File: config.mk
export PLATFORM = sky130hd
export DESIGN_NAME = dma_chain_seq
export DESIGN_NICKNAME = d
export VERILOG_FILES = /design/src/rtl/dma_seq_pkg.sv /design/src/rtl/desc_fetch.sv /design/src/rtl/xfer_decode.sv /design/src/rtl/addr_gen.sv /design/src/rtl/dma_chain_seq.sv
export SDC_FILE = /design/constraint.sdc
export NUM_CORES = 1
export LEC_CHECK = 0
export ABC_AREA = 1
export BUFFER_PORTS_ARGS = -buffer_cell sky130_fd_sc_hd__clkbuf_2
export CORE_ASPECT_RATIO = 1.75
export CORE_MARGIN = 2
export CORE_UTILIZATION = 30
export CTS_BUF_LIST = sky130_fd_sc_hd__clkbuf_8 sky130_fd_sc_hd__clkbuf_16
export CTS_CLUSTER_SIZE = 16
export DETAILED_ROUTE_END_ITERATION = 6
export GPL_ROUTABILITY_DRIVEN = 0
export GPL_TIMING_DRIVEN = 0
export PLACE_DENSITY = 0.55
export SLEW_MARGIN = 20
export SYNTH_ARGS = -nofsm -noshare
export SYNTH_HDL_FRONTEND = slang
export SYNTH_SLANG_ARGS = --single-unit
File: constraint.sdc
create_clock -name clk -period 3.8 [get_ports clk]
set_clock_uncertainty 0.05 [all_clocks]
set_input_delay 0.19 -clock clk [delete_from_list [all_inputs] [get_ports clk]]
set_output_delay 0.19 -clock clk [all_outputs]
set_load 0.01 [all_outputs]
File: src/rtl/dma_seq_pkg.sv
package dma_seq_pkg;

  typedef enum logic [1:0] {
    ST_IDLE  = 2'd0,
    ST_FETCH = 2'd1,
    ST_RUN   = 2'd2
  } seq_state_t;

  // descriptor layout
  localparam int DESC_WORDS   = 7;
  localparam int KEEP_WORDS   = 4;
  localparam int LAST_MARK    = 14;
  // control word fields
  localparam int CW_ILV       = 0;
  localparam int CW_DIR       = 1;
  localparam int CW_BUF_LSB   = 5;
  localparam int CW_BUF_W     = 4;
  localparam int CW_FMT_LSB   = 10;
  localparam int CW_FMT_W     = 3;
  localparam int CW_STEP_LSB  = 14;
  // status
  localparam int STAT_W       = 8;
  localparam int STAT_END_BIT = 7;

endpackage

File: src/rtl/desc_fetch.sv
module desc_fetch #(
  parameter int AW     = 14,
  parameter int DW     = 24,
  parameter int NWORDS = dma_seq_pkg::DESC_WORDS,
  parameter int KEEP   = dma_seq_pkg::KEEP_WORDS
) (
  input  logic                     clk,
  input  logic                     rst,
  input  logic                     go,
  input  logic [AW-1:0]            go_addr,
  output logic                     rd_en,
  output logic [AW-1:0]            rd_addr,
  input  logic [DW-1:0]            rd_data,
  output logic [KEEP-1:0][DW-1:0]  words,
  output logic                     done
);
  localparam int IW = $clog2(NWORDS + 1);
  localparam logic [IW-1:0] LAST_IDX = IW'(NWORDS);

  logic          active;
  logic [IW-1:0] fidx;
  logic [AW-1:0] base;

  always_ff @(posedge clk) begin
    if (rst) begin
      active <= 1'b0;
      fidx   <= '0;
      done   <= 1'b0;
      base   <= '0;
    end else begin
      done <= 1'b0;
      if (go && !active) begin
        active <= 1'b1;
        fidx   <= '0;
        base   <= go_addr;
      end else if (active) begin
        if (fidx == LAST_IDX) begin
          active <= 1'b0;
          done   <= 1'b1;
        end else begin
          fidx <= fidx + 1'b1;
        end
      end
    end
  end

  // data for request k arrives while fidx == k+1
  for (genvar k = 0; k < KEEP; k++) begin : g_cap
    always_ff @(posedge clk) begin
      if (active && fidx == IW'(k + 1))
        words[k] <= rd_data;
    end
  end

  assign rd_en   = active && (fidx < LAST_IDX);
  assign rd_addr = base + AW'(fidx);

endmodule

File: src/rtl/xfer_decode.sv
module xfer_decode #(
  parameter int DW     = 24,
  parameter int CH_W   = 4,
  parameter int STEP_W = 10
) (
  input  logic [DW-1:0]       ctrl,
  input  logic [DW-1:0]       count,
  output logic                ilv,
  output logic                dir,
  output logic                skip,
  output logic [STEP_W-1:0]   step,
  output logic [DW-1:0]       inner_n,
  output logic [DW-CH_W-1:0]  outer_n
);
  import dma_seq_pkg::*;

  localparam int OW = DW - CH_W;

  logic [CW_FMT_W-1:0] fmt;
  logic [CW_BUF_W-1:0] bsel;
  logic                fmt_bad, len_bad, empty, out_only;
  logic                unused_ctrl;

  always_comb begin
    ilv  = ctrl[CW_ILV];
    dir  = ctrl[CW_DIR];
    fmt  = ctrl[CW_FMT_LSB +: CW_FMT_W];
    bsel = ctrl[CW_BUF_LSB +: CW_BUF_W];
    step = ctrl[CW_STEP_LSB +: STEP_W];

    fmt_bad  = (fmt == 3'd4) || (fmt == 3'd5) || (fmt == 3'd7);
    len_bad  = ((fmt == 3'd0) && (count[1:0] != 2'b00)) ||
               ((fmt == 3'd1) && count[0]);
    empty    = ilv ? (count[DW-1:CH_W] == '0) : (count == '0);
    out_only = !dir && ((bsel == 4'd2) || (bsel == 4'd3));
    skip     = fmt_bad || (!ilv && len_bad) || empty || out_only;

    if (ilv) begin
      inner_n = DW'(count[CH_W-1:0]) + DW'(1);
      outer_n = count[DW-1:CH_W];
    end else begin
      inner_n = count;
      outer_n = OW'(1);
    end
  end

  assign unused_ctrl = ^{ctrl[4:2], ctrl[9], ctrl[13]};

endmodule

File: src/rtl/addr_gen.sv
module addr_gen #(
  parameter int AW     = 14,
  parameter int DW     = 24,
  parameter int CH_W   = 4,
  parameter int STEP_W = 10,
  parameter int X_END  = 'h1800,
  parameter int Y_END  = 'h2800,
  parameter int P_END  = 'h3800
) (
  input  logic                clk,
  input  logic                rst,
  input  logic                load,
  input  logic                ilv,
  input  logic                dir,
  input  logic [AW-1:0]       base,
  input  logic [STEP_W-1:0]   step,
  input  logic [DW-1:0]       inner_n,
  input  logic [DW-CH_W-1:0]  outer_n,
  output logic                out_valid,
  output logic [AW-1:0]       out_addr,
  output logic                out_dir,
  output logic [1:0]          out_region,
  output logic                done
);
  localparam int OW = DW - CH_W;
  localparam logic [AW:0] XE = (AW + 1)'(X_END);
  localparam logic [AW:0] YE = (AW + 1)'(Y_END);
  localparam logic [AW:0] PE = (AW + 1)'(P_END);

  function automatic logic [1:0] region_of(input logic [AW-1:0] a);
    if ({1'b0, a} < XE)      return 2'd0;
    else if ({1'b0, a} < YE) return 2'd1;
    else if ({1'b0, a} < PE) return 2'd2;
    else                     return 2'd3;
  endfunction

  logic              run;
  logic              ilv_q, dir_q;
  logic [AW-1:0]     row, acc, istep, ostep;
  logic [DW-1:0]     in_i, in_n_q;
  logic [OW-1:0]     out_i, out_n_q;
  logic              in_last, out_last;

  assign in_last  = (in_i == in_n_q - 1'b1);
  assign out_last = (out_i == out_n_q - 1'b1);

  always_ff @(posedge clk) begin
    if (rst) begin
      run       <= 1'b0;
      out_valid <= 1'b0;
      done      <= 1'b0;
    end else begin
      out_valid <= 1'b0;
      done      <= 1'b0;
      if (load) begin
        run <= 1'b1;
      end else if (run) begin
        out_valid <= 1'b1;
        if (in_last && out_last) begin
          run  <= 1'b0;
          done <= 1'b1;
        end
      end
    end
  end

  always_ff @(posedge clk) begin
    if (load) begin
      ilv_q   <= ilv;
      dir_q   <= dir;
      row     <= base;
      acc     <= base;
      istep   <= AW'(step);
      ostep   <= AW'(ilv);
      in_i    <= '0;
      out_i   <= '0;
      in_n_q  <= inner_n;
      out_n_q <= outer_n;
    end else if (run) begin
      out_addr   <= acc;
      out_dir    <= dir_q;
      out_region <= region_of(acc);
      if (in_last) begin
        in_i <= '0;
        if (!out_last) begin
          out_i <= out_i + 1'b1;
          row   <= row + ostep;
          acc   <= row + ostep;
        end
      end else begin
        in_i <= in_i + 1'b1;
        acc  <= acc + istep;
      end
    end
  end

  AST_STRIDE_STEP: assert property (@(posedge clk) disable iff (rst)
    out_valid && $past(out_valid) && !ilv_q |-> out_addr == $past(out_addr) + istep);
  AST_DIR_HELD: assert property (@(posedge clk) disable iff (rst)
    out_valid && $past(out_valid) |-> $stable(out_dir));
  AST_DONE_ON_LAST: assert property (@(posedge clk) disable iff (rst)
    done |-> out_valid);

endmodule

File: src/rtl/dma_chain_seq.sv
module dma_chain_seq #(
  parameter int AW     = 14,
  parameter int DW     = 24,
  parameter int CH_W   = 4,
  parameter int STEP_W = 10,
  parameter int X_END  = 'h1800,
  parameter int Y_END  = 'h2800,
  parameter int P_END  = 'h3800
) (
  input  logic          clk,
  input  logic          rst,
  input  logic          start_we,
  input  logic [AW-1:0] start_addr,
  output logic          desc_rd_en,
  output logic [AW-1:0] desc_rd_addr,
  input  logic [DW-1:0] desc_rd_data,
  output logic          xfer_valid,
  output logic [AW-1:0] xfer_addr,
  output logic          xfer_dir,
  output logic [1:0]    xfer_region,
  output logic          busy,
  output logic [7:0]    irq_status
);
  import dma_seq_pkg::*;

  localparam int OW = DW - CH_W;

  seq_state_t                   state;
  logic                         end_irq;
  logic                         last_q;
  logic [AW-1:0]                next_q;
  logic [KEEP_WORDS-1:0][DW-1:0] words;
  logic                         f_done, g_done, go, load;
  logic [AW-1:0]                go_addr;
  logic                         d_ilv, d_dir, d_skip, w_last;
  logic [STEP_W-1:0]            d_step;
  logic [DW-1:0]                d_inner;
  logic [OW-1:0]                d_outer;
  logic                         unused_words;

  assign w_last = words[0][LAST_MARK];

  desc_fetch #(.AW(AW), .DW(DW), .NWORDS(DESC_WORDS), .KEEP(KEEP_WORDS)) u_fetch (
    .clk(clk), .rst(rst), .go(go), .go_addr(go_addr),
    .rd_en(desc_rd_en), .rd_addr(desc_rd_addr), .rd_data(desc_rd_data),
    .words(words), .done(f_done)
  );

  xfer_decode #(.DW(DW), .CH_W(CH_W), .STEP_W(STEP_W)) u_dec (
    .ctrl(words[1]), .count(words[2]),
    .ilv(d_ilv), .dir(d_dir), .skip(d_skip), .step(d_step),
    .inner_n(d_inner), .outer_n(d_outer)
  );

  addr_gen #(.AW(AW), .DW(DW), .CH_W(CH_W), .STEP_W(STEP_W),
             .X_END(X_END), .Y_END(Y_END), .P_END(P_END)) u_gen (
    .clk(clk), .rst(rst), .load(load), .ilv(d_ilv), .dir(d_dir),
    .base(words[3][AW-1:0]), .step(d_step), .inner_n(d_inner), .outer_n(d_outer),
    .out_valid(xfer_valid), .out_addr(xfer_addr), .out_dir(xfer_dir),
    .out_region(xfer_region), .done(g_done)
  );

  always_comb begin
    go      = 1'b0;
    load    = 1'b0;
    go_addr = next_q;
    unique case (state)
      ST_IDLE: begin
        go      = start_we;
        go_addr = start_addr;
      end
      ST_FETCH: begin
        go_addr = words[0][AW-1:0];
        if (f_done) begin
          load = !d_skip;
          go   = d_skip && !w_last;
        end
      end
      ST_RUN:  go = g_done && !last_q;
      default: ;
    endcase
  end

  always_ff @(posedge clk) begin
    if (rst) begin
      state   <= ST_IDLE;
      end_irq <= 1'b0;
      last_q  <= 1'b0;
      next_q  <= '0;
    end else begin
      unique case (state)
        ST_IDLE: if (start_we) begin
          state   <= ST_FETCH;
          end_irq <= 1'b0;
        end
        ST_FETCH: if (f_done) begin
          last_q <= w_last;
          next_q <= words[0][AW-1:0];
          if (!d_skip) begin
            state <= ST_RUN;
          end else if (w_last) begin
            state   <= ST_IDLE;
            end_irq <= 1'b1;
          end
        end
        ST_RUN: if (g_done) begin
          if (last_q) begin
            state   <= ST_IDLE;
            end_irq <= 1'b1;
          end else begin
            state <= ST_FETCH;
          end
        end
        default: state <= ST_IDLE;
      endcase
    end
  end

  assign busy = (state != ST_IDLE);

  always_comb begin
    irq_status = '0;
    irq_status[STAT_END_BIT] = end_irq;
  end

  assign unused_words = ^{words[0], words[3]};

  AST_FETCH_SEQ: assert property (@(posedge clk) disable iff (rst)
    desc_rd_en && $past(desc_rd_en) |-> desc_rd_addr == $past(desc_rd_addr) + 1'b1);
  AST_END_FLAG: assert property (@(posedge clk) disable iff (rst)
    $fell(busy) |-> irq_status[7]);
  AST_START_CLEARS: assert property (@(posedge clk) disable iff (rst)
    start_we && !busy |=> busy && !irq_status[7]);
  AST_NO_OVERLAP: assert property (@(posedge clk) disable iff (rst)
    xfer_valid |-> !desc_rd_en && busy);
  AST_IDLE_QUIET: assert property (@(posedge clk) disable iff (rst)
    !busy |-> !desc_rd_en);

endmodule

After elaboration in Yosys (flattened, before gate mapping). Cells that the tools add are included.

Bits in registers: 262. Bits in latches: 0. Memory bits (writable): 0. Bits in read-only memories: 0. Output and inout bits: 42. Memories: 0.

$add $sub $neg: 9. Multiply operators: 0. Div/mod/pow operators: 0. Magnitude comparators: 4. Eq/ne operators: 24. Shifts and indexed selects: 0. Muxes and demuxes: 40. Bitwise gates (word level): 5. Reductions and logical operators: 48.

Operators by type and width (count): 14-bit two-way mux (7); 24-bit two-way mux (2); 14-bit < comparator, second input constant (2); 14-bit one-hot mux with 2 select lines (1); 24-bit by 1-bit adder with 24-bit output, second input constant (1); 24-bit equality test (1); 24-bit zero test (1); 24-bit by 1-bit subtractor with 24-bit output, second input constant (1); 1-bit two-way mux (22); 20-bit by 1-bit adder with 20-bit output, second input constant (1); 20-bit equality test (1); 20-bit zero test (1); 20-bit by 1-bit subtractor with 20-bit output, second input constant (1); 3-bit equality test, second input constant (5); 14-bit by 1-bit adder with 14-bit output (1); 14-bit by 10-bit adder with 14-bit output (1); 14-bit by 3-bit adder with 14-bit output (1); 14-bit by 13-bit < comparator with 1-bit output, second input constant (1); 1-bit logical AND (13); 2-bit two-way mux (5); 4-bit by 2-bit equality test with 1-bit output, second input constant (2); 2-bit != test, second input constant (4); 2-bit AND reduction (4); 2-bit nonzero test (4); other kinds (23) (47).

Logic depth before layout (Yosys ltp).
Word-level depth: 12. Mapped depth: 19. Depth with buffers taken out: 18.

Cells and area by module. A second synthesis with hierarchy kept.

Cells, all modules: 1772. Area, all modules: 15147.0 um^2.

Modules (own cells, without submodules): addr_gen (instances 1, cells each 1174, area each 9183.8 um^2); desc_fetch (instances 1, cells each 271, area each 4100.2 um^2); dma_chain_seq (instances 1, cells each 183, area each 1204.9 um^2); xfer_decode (instances 1, cells each 144, area each 658.1 um^2).

Worst setup path after synthesis. OpenSTA, ideal clock, no wires.

Kind: reg-to-reg. Start point: register u_fetch.words[48] (netlist bit). End point: register u_gen.dir_q (enable). Library setup time: 0.442 ns. Arrival time: 3.122 ns. Setup slack: 0.186 ns. Stages on the path, launching flop included: 11. Path buffers: 1. Cells stage by stage: edfxtp_1 -> inv_1 -> ha_1 -> nand2_1 -> nand2_1 -> nand2_1 -> a21oi_1 -> and2_1 -> nand2_1 -> nor2_2 -> clkbuf_1.

Cells in the longest elaborated chain, start to end: 10. Elaborated cells on any way between the ends: 13. Those cells by class: mux (3); reduce/logical (10).

RTL lines: from (decl) (RTL line desc_fetch.sv:14) `output logic [KEEP-1:0][DW-1:0] words,`; from (signal, indexed assignment) (RTL line desc_fetch.sv:51) `words[k] <= rd_data;`; branches (longest 5 deep; another with 24-bit zero test); 1-bit logical OR (*) (2 in series) (RTL line xfer_decode.sv:36) `skip = fmt_bad || (!ilv && len_bad) || empty || out_only;`; 1-bit zero test (*); 1-bit two-way mux (*) (RTL line dma_chain_seq.sv:74) `if (f_done) begin`; 1-bit two-way mux (*) (RTL line dma_chain_seq.sv:67) `unique case (state)`; via load (RTL line dma_chain_seq.sv:33) `logic f_done, g_done, go, load;`; to (signal assigned) (RTL line addr_gen.sv:70) `dir_q <= dir;`; to (decl) (RTL line addr_gen.sv:38) `logic ilv_q, dir_q;`.

Mark *: on every way through the listed nets, which the timed path passes. A chain may end at the register's enable or synchronous reset.

Final worst setup path.
Start point: register u_gen.out_n_q[0]. End point: register u_gen.acc[13] (enable).

Cells in the longest elaborated chain, start to end: 4.

RTL lines: from (decl) (RTL line addr_gen.sv:41) `logic [OW-1:0] out_i, out_n_q;`; from (signal assigned) (RTL line addr_gen.sv:78) `out_n_q <= outer_n;`; 20-bit by 1-bit subtractor with 20-bit output (RTL line addr_gen.sv:45) `assign out_last = (out_i == out_n_q - 1'b1);`; 20-bit equality test (RTL line addr_gen.sv:45); 3-bit != test (no source line); 2-bit AND reduction (no source line); to (signal assigned) (RTL line addr_gen.sv:72) `acc <= base;`; to (signal assigned) (RTL line addr_gen.sv:88) `acc <= row + ostep;`; to (signal assigned) (RTL line addr_gen.sv:92) `acc <= acc + istep;`; to (decl) (RTL line addr_gen.sv:39) `logic [AW-1:0] row, acc, istep, ostep;`.

No other way between the ends.

==> impl_metrics.tcl <==
set metrics [dict create \
    outcome "complete, no violations" \
    place_ws_ps 269 \
    vias 11700 \
    start_util_pct 30.4 \
    cts_made_buffers 26 \
    cts.path.max_buffers 3 \
    drv_slew 0 \
    p_total_mw 6.61 \
    syn-cell-area_um2 14200 \
    grt_pass1_vias 11700 \
    max_stage_delay_ps 410 \
    cts_root_buf "clkbuf_16" \
    switchingPower_mw 1.87 \
    hold_viol 0 \
    synth_cells 1743 \
    ys_ff_latch 256 \
    worstPathCellList "inv_1, ha_1, nand2_2, nor2_4, nand2_1, clkinv_1, nand4_1, nand2_1, nand2_1, nor2_1, nand4_2, buf_2, nor2_1, nand2_1, o21ai_1, inv_1" \
    ir_worst_vdd_mv 0.350 \
    crit_path_frequent_cell "nand2_1" \
    relSlewSlack_pct 31.5 \
    hold_ws_ps 62.3 \
    hold_class "input port to flop" \
    layout_commonest_cell "nand2_1" \
    place_inst 2414 \
    p_clk_share_pct 37.3 \
    wl_per_cell_um 16.3 \
    fp.dieW_um 169 \
    dp_hpwl_um 32700 \
    portBuffers 75 \
    swShare_pct 28.2 \
    drive_gt1_share_pct 11.6 \
    met3_usage_pct 1.51 \
    multi_input_area_um2 6210 \
    grt_antenna_before_repair 1 \
    use_met1_pct 15.5 \
    rsz0062_at_grt "false" \
    layout.cells.non_filler 2488 \
    end_kind "flop" \
    grt_pass1_wl_um 62300 \
    post-synth-top-area-cell "edfxtp_1" \
    p_int_mw 4.74 \
    yosysSeqAreaShare_pct 48.1 \
    max_slew.worst_pin.slew_ps 1030 \
    gr-total-overflow 0 \
    clk_pin_slew_ps 70 \
    arrival_ps 3610 \
    seqCellArea_um2 6850 \
    fp.dieH_um 292 \
    ant_nets 0 \
    fillers 4785 \
    cp-start-kind "flop" \
    top_usage_layer "met2" \
    avgViaCountPerCell 4.71 \
    cp_slowest_cell "edfxtp_1" \
    crit_required_ps 3970 \
    pwr-share-seq_pct 47.8 \
    first_iter_violations 516 \
    core_area_um2 46900 \
    final_util_pct 35.1 \
    rows 105 \
    max_freq_mhz 291 \
    power.density_nw_per_um2 401 \
    route.detailed.drc 0 \
    fin_crit_ps 3440 \
    die_area_um2 49300 \
    cts.sinks 256 \
    cts_tree "yes" \
    drt-pass1-iter-count 5 \
    final_area_um2 16500 \
    synth.avg_cell_area_um2 8.17 \
    period_share_pct 90.5 \
    syn_to_final_growth_pct 15.7 \
    pin_count 83 \
    final_cell_mix "435 x nand2_1, 235 x inv_1, 191 x nor2_1" \
    synth_top_area_share_pct 36.2 \
    comb_power_share_pct 15.0 \
    place_area_um2 15400 \
    max_cap_viol_count 0 \
    grt_max_degree 46 \
    wl_um 40600 \
    use_met2_pct 33.1 \
    clock_latency_ps 550 \
    worst-path-max-fanout 14 \
    setup_ws_ps 360 \
    postCtsSetupBuffers 0 \
    ys_top_cells_by_area "edfxtp_1 36%, dfxtp_1 12%, nand2_1 11%" \
    grt_usage_pct 16.3 \
    tns_ps 0 \
    synth.distinct_cells 54 \
    cts_max_level 1 \
    critPathKind "flop to flop" \
    synth.yosys.warnings 0 \
    setup_viol 0 \
    fin_nets 1952 \
    p_leak_nw 7.13 \
]
-- worst max-delay path, delay by kind of cell (launching register included) --
kind	cells	cell delay (ps)
adders and majority gates	1	300
and+or+nand+nor	10	1290
DFF	1	410
AOI/OAI and AO/OA	1	210
buffers and inverters	4	840
-- registers in the layout, summed over array words and instances (netlist names), 3 cells and up --
name / flops
u_gen.out_addr: 14
u_fetch.base: 14
u_gen.istep: 10
u_gen.out_n_q: 20
u_gen.in_n_q: 24
u_gen.in_i: 24
u_fetch.fidx: 3
u_gen.out_i: 20
next_q: 14
u_gen.row: 14
u_fetch.words: 71
u_gen.acc: 14
-- layer usage --
metal  routed length (um)  vias up
li1                     -     5930
met1                14300     5394
met2                22500      288
met3                 1260      114
met4                 2510        0
met5                    0        -
-- synthesized netlist by cell type (all sizes together) --
master / n
edfxtp: 172
a21oi: 70
o21ai: 53
nand2: 448
o211ai: 3
nor2: 220
o221ai: 1
dfxtp: 84
conb: 1
clkinv: 5
a211oi: 14
a22o: 1
nor3b: 1
xor2: 57
buf: 30
nand3: 122
fa: 2
o31ai: 2
a21o: 1
and3: 2
and2: 2
o21bai: 3
nor4: 5
or2: 4
nand3b: 13
ha: 31
clkbuf: 25
o22ai: 1
o2111ai: 3
nor3: 23
a31oi: 2
nor4b: 1
nand4: 56
o32ai: 1
xnor2: 38
inv: 246
-- final cells by class --
cell class	count	area share, %
flip-flops and latches	256	41.5
plain buffers	55	1.76
clock inverters	21	0.873
repair buffers	101	3.92
multi-input cells	1187	37.7
diodes	2	0.0304
clock buffers	27	4.03
well taps	588	4.46
inverters	251	5.72
-- timing repair --
item                                    in CTS  in global routing
hold buffers                                24                  0
endpoints found under the setup margin       0                  0
hold endpoints to repair                    71                  0
resized for setup                            0                  0
-- final timing paths --
check                                        from          endpoint  slack (ps)  depth (start not counted)
worst max-delay path             u_gen.out_n_q[0]     u_gen.acc[13]         360                         16
worst min-delay path               start_addr[13]  u_fetch.base[13]          60                          7
worst max register to register   u_gen.out_n_q[0]     u_gen.acc[13]         360                         16
worst min register to register  u_fetch.words[47]    u_gen.istep[9]         370                          0
-- power groups by stage --
stage	Sequential [mW]	Clock, mW	Combinational (mW)
6_report	3.16	2.46	0.989
5_1_grt	3.17	2.62	1.10
4_1_cts	3.16	2.52	0.997
3_5_place_dp	3.22	0	0.971
3_3_place_gp	3.21	0	0.961
2_1_floorplan	3.19	0	0.639
-- kinds of logic after synthesis --
group / share of synthesized area, %
compound gates: 6.11
xor+xnor: 5.84
fa+ha+maj: 3.00
buf+inv: 8.62
flops: 48.1
other cells: 0.0263
simple gates: 28.3
(Power assumes the default switching activity.)
